`config.mk`:
```
export PLATFORM = sky130hd
export DESIGN_NAME = ecc_fault_reporter
export DESIGN_NICKNAME = d
export VERILOG_FILES = /design/src/rtl/ecc_rpt_pkg.sv /design/src/rtl/ecc_rpt_ctrl_regs.sv /design/src/rtl/ecc_rpt_fault_track.sv /design/src/rtl/ecc_rpt_irq.sv /design/src/rtl/ecc_rpt_rdmux.sv /design/src/rtl/ecc_fault_reporter.sv
export SDC_FILE = /design/constraint.sdc
export NUM_CORES = 1
export LEC_CHECK = 0
export CAP_MARGIN = 20
export CELL_PAD_IN_SITES_DETAIL_PLACEMENT = 1
export CELL_PAD_IN_SITES_GLOBAL_PLACEMENT = 1
export CORE_ASPECT_RATIO = 0.6
export CORE_MARGIN = 2
export CORE_UTILIZATION = 44
export CTS_BUF_LIST = sky130_fd_sc_hd__clkbuf_16
export CTS_CLUSTER_DIAMETER = 30
export CTS_CLUSTER_SIZE = 14
export DETAILED_ROUTE_END_ITERATION = 12
export DONT_BUFFER_PORTS = 1
export GPL_TIMING_DRIVEN = 0
export PLACE_DENSITY_LB_ADDON = 0.1
export SLEW_MARGIN = 20
export SYNTH_ARGS = -nofsm -noshare
export SYNTH_HDL_FRONTEND = slang
export SYNTH_SLANG_ARGS = --single-unit
```
`constraint.sdc`:
```
create_clock -name clk -period 1.34 [get_ports clk]
set_input_delay 0.067 -clock clk [delete_from_list [all_inputs] [get_ports clk]]
set_output_delay 0.067 -clock clk [all_outputs]
set_load 0.05 [all_outputs]
```
`src/rtl/ecc_rpt_pkg.sv`:
```
package ecc_rpt_pkg;
  // register indices
  localparam int IDX_CTRL     = 0;
  localparam int IDX_INJ      = 1;
  localparam int IDX_STAT     = 2;
  localparam int IDX_CAP_BASE = 4;
  // control bit positions
  localparam int CTRL_CMD_EN = 7;
  localparam int CTRL_IGN    = 4;
  localparam int CTRL_DBL_EN = 1;
  localparam int CTRL_SGL_EN = 0;
  // injection bit positions
  localparam int INJ_DBL = 1;
  localparam int INJ_SGL = 0;
  // status bit positions
  localparam int STAT_CMD = 7;
  localparam int STAT_DBL = 1;
  localparam int STAT_SGL = 0;

  typedef struct packed {
    logic cmd_en;
    logic ign_sgl;
    logic dbl_en;
    logic sgl_en;
    logic inj_dbl;
    logic inj_sgl;
  } ctrl_t;

  typedef struct packed {
    logic cmd;
    logic dbl;
    logic sgl;
  } flags_t;
endpackage

```
`src/rtl/ecc_rpt_ctrl_regs.sv`:
```
module ecc_rpt_ctrl_regs
  import ecc_rpt_pkg::*;
#(
  parameter int RIDX_W = 4
) (
  input  logic              clk,
  input  logic              rst,
  input  logic              wr_en,
  input  logic [RIDX_W-1:0] wr_idx,
  input  logic [7:0]        wr_data,
  output ctrl_t             ctrl_d,
  output ctrl_t             ctrl_q
);
  logic wr_ctrl, wr_inj;
  logic unused_wbits;

  assign wr_ctrl = wr_en && (wr_idx == RIDX_W'(IDX_CTRL));
  assign wr_inj  = wr_en && (wr_idx == RIDX_W'(IDX_INJ));
  assign unused_wbits = ^{wr_data[6:5], wr_data[3:2]};

  always_comb begin
    ctrl_d = ctrl_q;
    if (wr_ctrl) begin
      ctrl_d.cmd_en  = wr_data[CTRL_CMD_EN];
      ctrl_d.ign_sgl = wr_data[CTRL_IGN];
      ctrl_d.dbl_en  = wr_data[CTRL_DBL_EN];
      ctrl_d.sgl_en  = wr_data[CTRL_SGL_EN];
    end
    if (wr_inj) begin
      ctrl_d.inj_dbl = wr_data[INJ_DBL];
      ctrl_d.inj_sgl = wr_data[INJ_SGL];
    end
  end

  always_ff @(posedge clk) begin
    if (rst) ctrl_q <= '0;
    else     ctrl_q <= ctrl_d;
  end

  AST_INJ_DBL_HOLDS: assert property (@(posedge clk) disable iff (rst)
    (ctrl_q.inj_dbl && !wr_inj) |=> ctrl_q.inj_dbl);
  AST_INJ_SGL_HOLDS: assert property (@(posedge clk) disable iff (rst)
    (ctrl_q.inj_sgl && !wr_inj) |=> ctrl_q.inj_sgl);
endmodule

```
`src/rtl/ecc_rpt_fault_track.sv`:
```
module ecc_rpt_fault_track
  import ecc_rpt_pkg::*;
#(
  parameter int CAP_AW = 16,
  parameter int CAP_DW = 16
) (
  input  logic              clk,
  input  logic              rst,
  input  ctrl_t             ctrl_q,
  input  logic              rd_valid,
  input  logic [CAP_AW-1:0] rd_addr,
  input  logic [CAP_DW-1:0] rd_data,
  input  logic              sgl_det,
  input  logic              dbl_det,
  input  logic              cmd_done,
  input  logic              stat_wr,
  input  logic [7:0]        stat_wdata,
  output flags_t            flags_d,
  output flags_t            flags_q,
  output logic [CAP_AW-1:0] cap_addr_q,
  output logic [CAP_DW-1:0] cap_data_q
);
  logic real_dbl, real_sgl, set_dbl, set_sgl;
  logic clr_cmd, clr_dbl, clr_sgl;
  logic cap_load, lock_d, lock_q;
  logic unused_ctrl;

  assign unused_ctrl = ^{ctrl_q.cmd_en, ctrl_q.dbl_en, ctrl_q.sgl_en,
                         stat_wdata[6:2]};

  // double detect wins over single detect on the same read
  assign real_dbl = rd_valid && dbl_det;
  assign real_sgl = rd_valid && sgl_det && !dbl_det && !ctrl_q.ign_sgl;
  assign set_dbl  = real_dbl || (rd_valid && ctrl_q.inj_dbl);
  assign set_sgl  = real_sgl || (rd_valid && ctrl_q.inj_sgl);

  assign clr_cmd = stat_wr && stat_wdata[STAT_CMD];
  assign clr_dbl = stat_wr && stat_wdata[STAT_DBL];
  assign clr_sgl = stat_wr && stat_wdata[STAT_SGL];

  always_comb begin
    flags_d.cmd = cmd_done || (flags_q.cmd && !clr_cmd);
    flags_d.dbl = set_dbl  || (flags_q.dbl && !clr_dbl);
    flags_d.sgl = set_sgl  || (flags_q.sgl && !clr_sgl);
  end

  // capture opens again once both fault flags are clear
  assign cap_load = (real_dbl || real_sgl) && !lock_q;
  assign lock_d   = (lock_q || cap_load) && (flags_d.dbl || flags_d.sgl);

  always_ff @(posedge clk) begin
    if (rst) begin
      flags_q    <= '0;
      lock_q     <= 1'b0;
      cap_addr_q <= '0;
      cap_data_q <= '0;
    end else begin
      flags_q <= flags_d;
      lock_q  <= lock_d;
      if (cap_load) begin
        cap_addr_q <= rd_addr;
        cap_data_q <= rd_data;
      end
    end
  end

  AST_INJ_DBL_SETS: assert property (@(posedge clk) disable iff (rst)
    (rd_valid && ctrl_q.inj_dbl) |=> flags_q.dbl);
  AST_IGNORED_SGL: assert property (@(posedge clk) disable iff (rst)
    (rd_valid && sgl_det && ctrl_q.ign_sgl && !ctrl_q.inj_sgl && !stat_wr)
      |=> $stable(flags_q.sgl));
  AST_DBL_PRIO: assert property (@(posedge clk) disable iff (rst)
    (rd_valid && sgl_det && dbl_det && !ctrl_q.inj_sgl && !flags_q.sgl)
      |=> (flags_q.dbl && !flags_q.sgl));
  AST_CAP_HOLD: assert property (@(posedge clk) disable iff (rst)
    lock_q |=> ($stable(cap_addr_q) && $stable(cap_data_q)));
  AST_W1C_ZERO: assert property (@(posedge clk) disable iff (rst)
    (stat_wr && !stat_wdata[STAT_DBL] && flags_q.dbl) |=> flags_q.dbl);
endmodule

```
`src/rtl/ecc_rpt_irq.sv`:
```
module ecc_rpt_irq
  import ecc_rpt_pkg::*;
(
  input  logic   clk,
  input  logic   rst,
  input  flags_t flags_d,
  input  ctrl_t  ctrl_d,
  input  flags_t flags_q,
  input  ctrl_t  ctrl_q,
  output logic   irq_cmd_o,
  output logic   irq_dbl_o,
  output logic   irq_sgl_o
);
  logic unused_inj;
  assign unused_inj = ^{ctrl_d.ign_sgl, ctrl_d.inj_dbl, ctrl_d.inj_sgl,
                        ctrl_q.ign_sgl, ctrl_q.inj_dbl, ctrl_q.inj_sgl};

  // registered from next-state so the level tracks flag and enable in step
  always_ff @(posedge clk) begin
    if (rst) begin
      irq_cmd_o <= 1'b0;
      irq_dbl_o <= 1'b0;
      irq_sgl_o <= 1'b0;
    end else begin
      irq_cmd_o <= flags_d.cmd && ctrl_d.cmd_en;
      irq_dbl_o <= flags_d.dbl && ctrl_d.dbl_en;
      irq_sgl_o <= flags_d.sgl && ctrl_d.sgl_en;
    end
  end

  AST_IRQ_CMD_LEVEL: assert property (@(posedge clk) disable iff (rst)
    irq_cmd_o == (flags_q.cmd && ctrl_q.cmd_en));
  AST_IRQ_DBL_LEVEL: assert property (@(posedge clk) disable iff (rst)
    irq_dbl_o == (flags_q.dbl && ctrl_q.dbl_en));
  AST_IRQ_SGL_LEVEL: assert property (@(posedge clk) disable iff (rst)
    irq_sgl_o == (flags_q.sgl && ctrl_q.sgl_en));
endmodule

```
`src/rtl/ecc_rpt_rdmux.sv`:
```
module ecc_rpt_rdmux
  import ecc_rpt_pkg::*;
#(
  parameter int RIDX_W = 4,
  parameter int CAP_AW = 16,
  parameter int CAP_DW = 16
) (
  input  logic              clk,
  input  logic              rst,
  input  logic [RIDX_W-1:0] rd_idx,
  input  ctrl_t             ctrl_q,
  input  flags_t            flags_q,
  input  logic [CAP_AW-1:0] cap_addr_q,
  input  logic [CAP_DW-1:0] cap_data_q,
  output logic [7:0]        rdata_o
);
  localparam int NAB  = (CAP_AW + 7) / 8;
  localparam int NDB  = (CAP_DW + 7) / 8;
  localparam int NCAP = NAB + NDB;

  logic [NAB*8-1:0] addr_pad;
  logic [NDB*8-1:0] data_pad;
  logic [7:0]       cap_byte [NCAP];
  logic [7:0]       rd_d;

  assign addr_pad = (NAB*8)'(cap_addr_q);
  assign data_pad = (NDB*8)'(cap_data_q);

  genvar g;
  generate
    for (g = 0; g < NAB; g++) begin : g_abyte
      assign cap_byte[g] = addr_pad[g*8 +: 8];
    end
    for (g = 0; g < NDB; g++) begin : g_dbyte
      assign cap_byte[NAB+g] = data_pad[g*8 +: 8];
    end
  endgenerate

  always_comb begin
    rd_d = '0;
    if (rd_idx == RIDX_W'(IDX_CTRL)) begin
      rd_d[CTRL_CMD_EN] = ctrl_q.cmd_en;
      rd_d[CTRL_IGN]    = ctrl_q.ign_sgl;
      rd_d[CTRL_DBL_EN] = ctrl_q.dbl_en;
      rd_d[CTRL_SGL_EN] = ctrl_q.sgl_en;
    end else if (rd_idx == RIDX_W'(IDX_INJ)) begin
      rd_d[INJ_DBL] = ctrl_q.inj_dbl;
      rd_d[INJ_SGL] = ctrl_q.inj_sgl;
    end else if (rd_idx == RIDX_W'(IDX_STAT)) begin
      rd_d[STAT_CMD] = flags_q.cmd;
      rd_d[STAT_DBL] = flags_q.dbl;
      rd_d[STAT_SGL] = flags_q.sgl;
    end
    for (int i = 0; i < NCAP; i++) begin
      if (rd_idx == RIDX_W'(IDX_CAP_BASE + i)) rd_d = cap_byte[i];
    end
  end

  always_ff @(posedge clk) begin
    if (rst) rdata_o <= '0;
    else     rdata_o <= rd_d;
  end
endmodule

```
`src/rtl/ecc_fault_reporter.sv`:
```
module ecc_fault_reporter
  import ecc_rpt_pkg::*;
#(
  parameter int RIDX_W = 4,
  parameter int CAP_AW = 16,
  parameter int CAP_DW = 16
) (
  input  logic              clk,
  input  logic              rst,
  input  logic              reg_wr,
  input  logic [RIDX_W-1:0] reg_widx,
  input  logic [7:0]        reg_wdata,
  input  logic [RIDX_W-1:0] reg_ridx,
  output logic [7:0]        reg_rdata,
  input  logic              arr_rd_valid,
  input  logic [CAP_AW-1:0] arr_rd_addr,
  input  logic [CAP_DW-1:0] arr_rd_data,
  input  logic              arr_sgl_det,
  input  logic              arr_dbl_det,
  input  logic              cmd_done,
  output logic              irq_cmd,
  output logic              irq_dbl,
  output logic              irq_sgl
);
  ctrl_t             ctrl_d, ctrl_q;
  flags_t            flags_d, flags_q;
  logic [CAP_AW-1:0] cap_addr_q;
  logic [CAP_DW-1:0] cap_data_q;
  logic              stat_wr;

  assign stat_wr = reg_wr && (reg_widx == RIDX_W'(IDX_STAT));

  ecc_rpt_ctrl_regs #(.RIDX_W(RIDX_W)) u_ctrl (
    .clk(clk), .rst(rst), .wr_en(reg_wr), .wr_idx(reg_widx),
    .wr_data(reg_wdata), .ctrl_d(ctrl_d), .ctrl_q(ctrl_q)
  );

  ecc_rpt_fault_track #(.CAP_AW(CAP_AW), .CAP_DW(CAP_DW)) u_track (
    .clk(clk), .rst(rst), .ctrl_q(ctrl_q),
    .rd_valid(arr_rd_valid), .rd_addr(arr_rd_addr), .rd_data(arr_rd_data),
    .sgl_det(arr_sgl_det), .dbl_det(arr_dbl_det), .cmd_done(cmd_done),
    .stat_wr(stat_wr), .stat_wdata(reg_wdata),
    .flags_d(flags_d), .flags_q(flags_q),
    .cap_addr_q(cap_addr_q), .cap_data_q(cap_data_q)
  );

  ecc_rpt_irq u_irq (
    .clk(clk), .rst(rst), .flags_d(flags_d), .ctrl_d(ctrl_d),
    .flags_q(flags_q), .ctrl_q(ctrl_q),
    .irq_cmd_o(irq_cmd), .irq_dbl_o(irq_dbl), .irq_sgl_o(irq_sgl)
  );

  ecc_rpt_rdmux #(.RIDX_W(RIDX_W), .CAP_AW(CAP_AW), .CAP_DW(CAP_DW)) u_rdmux (
    .clk(clk), .rst(rst), .rd_idx(reg_ridx), .ctrl_q(ctrl_q),
    .flags_q(flags_q), .cap_addr_q(cap_addr_q), .cap_data_q(cap_data_q),
    .rdata_o(reg_rdata)
  );
endmodule

```
==> summary.txt, run 1 <==
Status
  • Status: finished, violations left
  • Failing checks: negative hold slack

Drt
  • DR iter-0 viols: 113
  • Final ANT Viol Nets: 0
  • DR WL/cell: 18.9 um
  • DRC Markers: 0
  • Vias: 2094
  • Final WL: around 7 mm
  • Via density: 5.54
  • TritonRoute pass-1 iters: 4

Final layout
  • Area of the multi-input gates: between 1000 and 1500 um2
  • FF+latch area: 1060 um2
  • Most frequent cells in the layout: nand2_1, dfxtp_1, dlygate4sd3_1, a21oi_1, nor2_1
  • Ant diodes: 0
  • P&R area growth vs syn: 32.4%
  • Utilization after layout: 0.619
  • Final #Nets: ~370
  • Layout cells sized above 1: 0.108
  • Fill cells: 545
  • Commonest non-fill, non-tap cell in the layout: nand2_1

Floorplan
  • Top Ports: 66
  • Core area: 4680 um2
  • Initial Util: 0.467
  • Die Y: approximately 59 um
  • Horiz. Die Dim: 95.0 um
  • Die area: 5570 um2
  • FP Rows: 19

Worst setup path
  • CP max stage cell: dfxtp_2
  • FF-to-FF End: u_rdmux.rdata_o[7]$_SDFF_PP0_
  • Setup crit start kind: flop
  • Reg2Reg Setup Slack: 0.04 ns
  • WP depth: 3
  • R2r startpoint: u_track.cap_addr_q[7]$_SDFFE_PP0P_
  • CP arrival: 1.47 ns
  • Worst Path Max Fanout: 2
  • CP bufs+invs: 0
  • Delay-heaviest family, CP: multiplexers
  • Reg2reg path depth: 3
  • Worst path max stage delay: ~0.34 ns
  • Kind of critical path: reg -> reg
  • CP endpoint kind: flop
  • CP cell instances: mux2_1, mux2_2, o221a_1
  • WP data required: 1.51 ns

Power and ir drop
  • Total power draw: 3.42 mW
  • Register share of total power: 0.505
  • Power Dens Cells: 1180 nW/um2
  • P_sw: 883 uW
  • Sw frac: 0.258
  • Combinational Power Share: 0.130
  • P_int: 2.54 mW
  • VDD IR-drop max: 568 uV
  • Clock Power Share: 0.364
  • Leakage power: 1.09 nW

Global route
  • Grt ovf: 0
  • Initial antenna violation count: 0
  • Met2 usage: 0.405
  • GRT met3 Usage: 0.0499
  • Largest net degree at the start of global routing: 16
  • Vias in the first global route: 2113
  • GR peak layer: met2
  • GR met1 Demand/Resource: 0.392
  • GRT Total Usage: 0.266
  • First-pass GRT wire length: 10.9 mm

Placement
  • DP Worst Slack: -0.284 ns
  • Port buffer count: 0
  • Detail Placement HPWL: 4.67 mm
  • GP Congestion: 0.741

Clock network
  • Post-CTS setup buffer count: 0
  • Clock sinks: 53
  • Max Root-Sink Buffers: 2
  • CTS tree: done
  • Insertion delay to the later sink of the worst-skew pair: 0.29 ns
  • Num CTS Buffers: 5
  • CTS HTree Levels: 2
  • Clock Tree Root: clkbuf_16
  • Clk slew on worst S/H paths: 0.07 ns

STA
  • Worst setup margin: 0.0425 ns
  • Skew final: 0.00573 ns
  • Worst-margin pin slew: 0.557 ns
  • Final Critical Period: 1.30 ns
  • Setup-failing EPs final: 0
  • Hold_ws: -0.0205 ns
  • Pins Over Slew Limit: 0
  • Final worst path period share: 0.968
  • RSZ-0062 raised after global routing: no
  • Rel. slew slack: 0.629
  • Fmax: 0.771 GHz
  • Setup TNS: 0 ns
  • Final hold viol count: 2

Synthesis
  • Post-synth cell types: 35
  • Synthesized net count: 320
  • Register area share after synthesis: 0.485
  • #FFs+latches synth: 53
  • Yosys Warn Count: 0
  • Post-synthesis cell area: around 2200 um2
  • Avg Cell Area, Syn: 8.26 um2
  • Post-Synthesis Cells: 265

Hold path
  • Tightest Hold Check Type: in -> reg
  • Hold Path Sink: u_track.flags_q[0]$_SDFF_PP0_
  • Hold Crit Depth: 2
  • Min-delay src: arr_rd_valid

Job
  • Max Cap Viol: 0
==> kinds of logic (layout without fill, tap and decap cells) <==
logic type / count (synthesis) / in the layout / synth area share
buffers and inverters: 20 / 70 / 0.0435
flip-flops: 53 / 53 / 0.485
AND/OR/NAND/NOR: 119 / 119 / 0.251
AO/OA/AOI/OAI: 63 / 63 / 0.174
multiplexers: 10 / 10 / 0.0469
==> cell type report <==
cell class / instances / area share
timing repair buffer: 42 / 0.145
tap: 63 / 0.0272
multi-input combinational: 192 / 0.372
sequential: 53 / 0.367
clock buffer: 5 / 0.0432
clock inverter: 3 / 0.00475
buffer: 17 / 0.0367
inverter: 3 / 0.00389
==> registers in the layout, summed over array words and instances, names as in the netlist <==
name and flops:
u_rdmux.rdata_o 8, u_irq.irq_sgl_o 1, u_track.flags_q 3, u_track.cap_addr_q 16, u_ctrl.ctrl_q 6, u_track.lock_q 1, u_irq.irq_dbl_o 1, u_irq.irq_cmd_o 1
u_track.cap_data_q 16
==> metrics by stage <==
step	cell area, um2	std cells
2_1_floorplan	2190	265
3_3_place_gp	2270	328
3_5_place_dp	2270	328
4_1_cts	2860	378
5_1_grt	2900	378
6_report	2900	378
==> per-layer routing <==
layer / wire (um) / vias to the layer above
met4: 41 / 0
met5: 0 / -
met1: 3510 / 1004
met2: 3190 / 75
li1: - / 1010
met3: 417 / 5
==> power groups by stage <==
stage / Combinational, mW / Clock (mW) / Sequential [mW]
detailed placement: 0.308 / 0 / 1.76
floorplan: 0.232 / 0 / 1.75
CTS: 0.417 / 1.26 / 1.73
global route: 0.486 / 1.32 / 1.74
finish: 0.446 / 1.25 / 1.73
global placement: 0.299 / 0 / 1.76
==> what timing repair did <==
action,in CTS,in global routing
gates resized for setup,9,17
hold buffers,42,0
hold endpoints to repair,42,0
endpoints found under the setup margin,31,27
==> worst max-delay path by stage <==
stage	start	end
floorplan	u_ctrl.ctrl_q[4]$_SDFFE_PP0N_	u_track.cap_data_q[12]$_SDFFE_PP0P_
global placement	u_ctrl.ctrl_q[4]$_SDFFE_PP0N_	u_track.cap_data_q[0]$_SDFFE_PP0P_
detailed placement	u_ctrl.ctrl_q[4]$_SDFFE_PP0N_	u_track.cap_addr_q[13]$_SDFFE_PP0P_
CTS	u_ctrl.ctrl_q[0]$_SDFFE_PP0P_	u_rdmux.rdata_o[0]$_SDFF_PP0_
global route	u_ctrl.ctrl_q[4]$_SDFFE_PP0N_	u_track.cap_data_q[14]$_SDFFE_PP0P_
finish	u_track.cap_addr_q[7]$_SDFFE_PP0P_	u_rdmux.rdata_o[7]$_SDFF_PP0_
==> Yosys cell counts, drive strengths merged <==
library cell  instances  area (um2)
buf                   9        53.8
mux2i                 8        80.1
nor4b                 1        23.8
nand3                 5        25.0
o211a                 1        10.0
a31oi                 1        6.26
a221oi                5        43.8
a22oi                 1        7.51
mux2                  2        22.5
nor2                 18        67.6
or2                   1        6.26
nor3                  4        35.0
o221a                 1        11.3
nor4                  4        25.0
nor3b                 2        15.0
a211o                 1        8.76
clkbuf                8        30.0
a21boi                1        7.51
nand2                71         267
o211ai                1        12.5
a21o                  3        22.5
nor2b                 7        43.8
a211oi                4        30.0
and2b                 1        7.51
o21ai                 5        25.0
dfxtp                53        1060
nand2b                1        6.26
and3b                 1        8.76
nand4                 3        18.8
inv                   3        11.3
a21oi                39         195
Power figures use the tool's default switching activity.
==> run 2: changes to the inputs <==
--- a/config.mk
+++ b/config.mk
@@ -6,11 +6,11 @@
 export NUM_CORES = 1
 export LEC_CHECK = 0
 export CAP_MARGIN = 20
-export CELL_PAD_IN_SITES_DETAIL_PLACEMENT = 1
+export CELL_PAD_IN_SITES_DETAIL_PLACEMENT = 0
 export CELL_PAD_IN_SITES_GLOBAL_PLACEMENT = 1
 export CORE_ASPECT_RATIO = 0.6
 export CORE_MARGIN = 2
-export CORE_UTILIZATION = 44
+export CORE_UTILIZATION = 48
 export CTS_BUF_LIST = sky130_fd_sc_hd__clkbuf_16
 export CTS_CLUSTER_DIAMETER = 30
 export CTS_CLUSTER_SIZE = 14
==> constraint.sdc (replaced) <==
create_clock -name clk -period 1.5 [get_ports clk]
set_input_delay 0.075 -clock clk [delete_from_list [all_inputs] [get_ports clk]]
set_output_delay 0.075 -clock clk [all_outputs]
set_load 0.05 [all_outputs]
==> run 2 against run 1 <==
  * The run now ends clean
  * Clock skew shrank 0.0018 ns
  * Register-to-register slack gained 0.03 ns
  * Routed wire length shrank 17%
  * Via count shrank 3.1%
  * Worst setup slack gained 0.034 ns
  * Final cell count shrank 0.26%
  * Combinational power shrank 18%
  * Total power shrank 12%
  * Critical path type unchanged
  * Critical endpoint is now u_track.cap_addr_q[14]$_SDFFE_PP0P_
  * Highest routed layer unchanged
==> summary.txt, run 2 (synthesis results as in run 1) <==
Final layout
  • Ant diodes: 0 (unchanged)
  • P&R area growth vs syn: 30.6%
  • Commonest non-fill, non-tap cell in the layout: nand2_1
  • Final #Nets: 371 (+0.54%)
  • Most frequent cells in the layout: nand2_1, dfxtp_1, dlygate4sd3_1, a21oi_1, nor2_1
  • Layout cells sized above 1: 0.0820 (-0.0259)
  • Biggest registers after layout: u_track.cap_addr_q (16), u_track.cap_data_q (16), u_rdmux.rdata_o (8)
  • Non-filler cells, final: 377 (-0.26%)

Clock network
  • Clock Tree Root: clkbuf_16
  • Post-CTS setup buffer count: 0 (unchanged)
  • Max Root-Sink Buffers: 2 (unchanged)
  • Num CTS Buffers: 5 (unchanged)
  • Clock sinks: 53 (unchanged)
  • Clk slew on worst S/H paths: 0.06 ns (about the same)
  • CTS HTree Levels: 2 (unchanged)
  • Insertion delay to the later sink of the worst-skew pair: 0.29 ns (about the same)
  • CTS tree: done

Drt
  • Final WL: 5.97 mm (-17%)
  • Vias: 2030 (-3.1%)
  • DRC Markers: 0 (unchanged)
  • DR iter-0 viols: 76 (-33%)
  • Final ANT Viol Nets: 0 (unchanged)
  • TritonRoute pass-1 iters: 4 (unchanged)
  • Via density: 5.38 (-2.8%)
  • DR WL/cell: 15.8 um (-16%)

STA
  • Final Critical Period: 1.42 ns (+0.126 ns)
  • Worst-margin pin slew: 0.561 ns (+0.00414 ns)
  • Final hold viol count: 0 (-2)
  • Setup-failing EPs final: 0 (unchanged)
  • Setup TNS: 0 ns (unchanged)
  • Final worst path period share: 0.949 (-0.0193)
  • Fmax: 0.703 GHz (-8.8%)
  • Skew final: 0.00388 ns (-0.00185 ns)
  • Rel. slew slack: 0.626 (-0.00276)
  • Pins Over Slew Limit: 0 (unchanged)

Global route
  • Grt ovf: 0 (unchanged)
  • Initial antenna violation count: 0 (unchanged)
  • First-pass GRT wire length: 9.96 mm (-8.8%)
  • GRT Total Usage: 0.251 (-0.0144)
  • Largest net degree at the start of global routing: 16 (unchanged)
  • Vias in the first global route: 1916 (-9.3%)

Power and ir drop
  • Sw frac: 0.247 (-0.0106)
  • Combinational Power Share: 0.122 (-0.008)
  • P_sw: 742 uW (-16%)
  • Register share of total power: 0.515 (+0.010)
  • Leakage power: 1.08 nW (-0.69%)
  • VDD IR-drop max: 492 uV (-13%)
  • P_int: 2.26 mW (-11%)
  • Power Dens Cells: 1050 nW/um2 (-11%)
  • Clock Power Share: 0.363 (about the same)

Status
  • Status: completed

Floorplan
  • Die area: 5130 um2 (-7.9%)
  • Top Ports: 66 (unchanged)
  • Die Y: 56.3 um (-4.0%)
  • FP Rows: 18 (-1)
  • Initial Util: 0.517 (+0.0496)
  • Core area: 4230 um2 (-9.6%)
  • Horiz. Die Dim: 91.2 um (-4.1%)

Worst setup path
  • CP endpoint kind: flop
  • CP arrival: 1.64 ns (+0.17 ns)
  • Worst path max stage delay: 0.37 ns (+0.03 ns)
  • Kind of critical path: reg -> reg
  • Delay-heaviest family, CP: compound AO/OA/AOI/OAI gates
  • WP data required: 1.72 ns (+0.21 ns)
  • Setup crit start kind: flop
  • CP cell instances: nor2b_2, o211a_1, clkbuf_4, nand2_1, a21oi_1
  • Worst Path Max Fanout: 10 (+8)
  • CP bufs+invs: 1 (+1)
  • CP max stage cell: dfxtp_1

Hold path
  • Tightest Hold Check Type: in -> reg

Placement
  • Port buffer count: 0 (unchanged)
  • Detail Placement HPWL: 4.20 mm (-10%)
  • DP Cell Count: 325 (-0.91%)
  • GP Congestion: 0.802 (+8.1%)

Job
  • Max Cap Viol: 0 (unchanged)
[run 2: worst paths after layout]
kind / startpoint / to / slack, ns / cells after the start
max: u_ctrl.ctrl_q[4]$_SDFFE_PP0N_ / u_track.cap_addr_q[14]$_SDFFE_PP0P_ / 0.08 / 5
min: reg_wdata[0] / u_ctrl.ctrl_q[2]$_SDFF_PP0_ / 0.007 / 2
max reg2reg: u_ctrl.ctrl_q[4]$_SDFFE_PP0N_ / u_track.cap_addr_q[14]$_SDFFE_PP0P_ / 0.08 / 5
min reg2reg: u_track.cap_addr_q[6]$_SDFFE_PP0P_ / u_track.cap_addr_q[6]$_SDFFE_PP0P_ / 0.45 / 2
[run 2: power by group through the flow]
stage | combinational [mW] | sequential (mW) | clock (mW)
CTS | 0.356 | 1.54 | 1.10
detailed placement | 0.267 | 1.58 | 0
global route | 0.409 | 1.55 | 1.16
global placement | 0.263 | 1.57 | 0
finish | 0.366 | 1.55 | 1.09
floorplan | 0.208 | 1.56 | 0
[run 2: what timing repair did]
item	4_1_cts	5_1_grt
pin swaps	0	0
cloned	0	0
endpoints found under the hold margin	42	1
setup endpoints to repair	30	30
resized for setup	3	8
hold buffers	43	1
[run 2: metrics by stage]
step | setup WS, ns | power (mW) | hold WS (ns) | area, um2 | utilization
3_5_place_dp | -0.0469 | 1.84 | 0.217 | 2260 | 0.535
5_1_grt | -0.0180 | 3.12 | 0.0577 | 2860 | 0.675
4_1_cts | 0.00285 | 3.00 | 0.00140 | 2840 | 0.670
3_3_place_gp | -0.0173 | 1.84 | 0.213 | 2260 | 0.535
6_report | 0.0766 | 3.00 | 0.00733 | 2860 | 0.675
2_1_floorplan | 0.328 | 1.77 | 0.211 | 2190 | -
[run 2: worst reg2reg max path, delay by kind of cell, from the launching register on]
kind                   cells  cell delay (ns)
AOI/OAI and AO/OA          2             0.42
buffers and inverters      1             0.25
DFF                        1             0.37
and+or+nand+nor            2             0.32
[run 2: layout make-up]
type	count	area, um2
Buffer	17	97.6
Clock buffer	5	125
Clock inverter	3	12.5
Fill cell	394	1380
Inverter	3	11.3
Multi-Input combinational cell	192	1030
Sequential cell	53	1060
Tap cell	60	75.1
Timing Repair Buffer	44	440
[run 2: layer usage]
| metal | vias up | part of all wire | track usage |
|---|---|---|---|
| met5 | - | 0 | 0 |
| met4 | 0 | 0.0095 | 0.0649 |
| met3 | 8 | 0.063 | 0.0658 |
| met2 | 66 | 0.40 | 0.349 |
| met1 | 946 | 0.52 | 0.382 |
| li1 | 1010 | - | - |
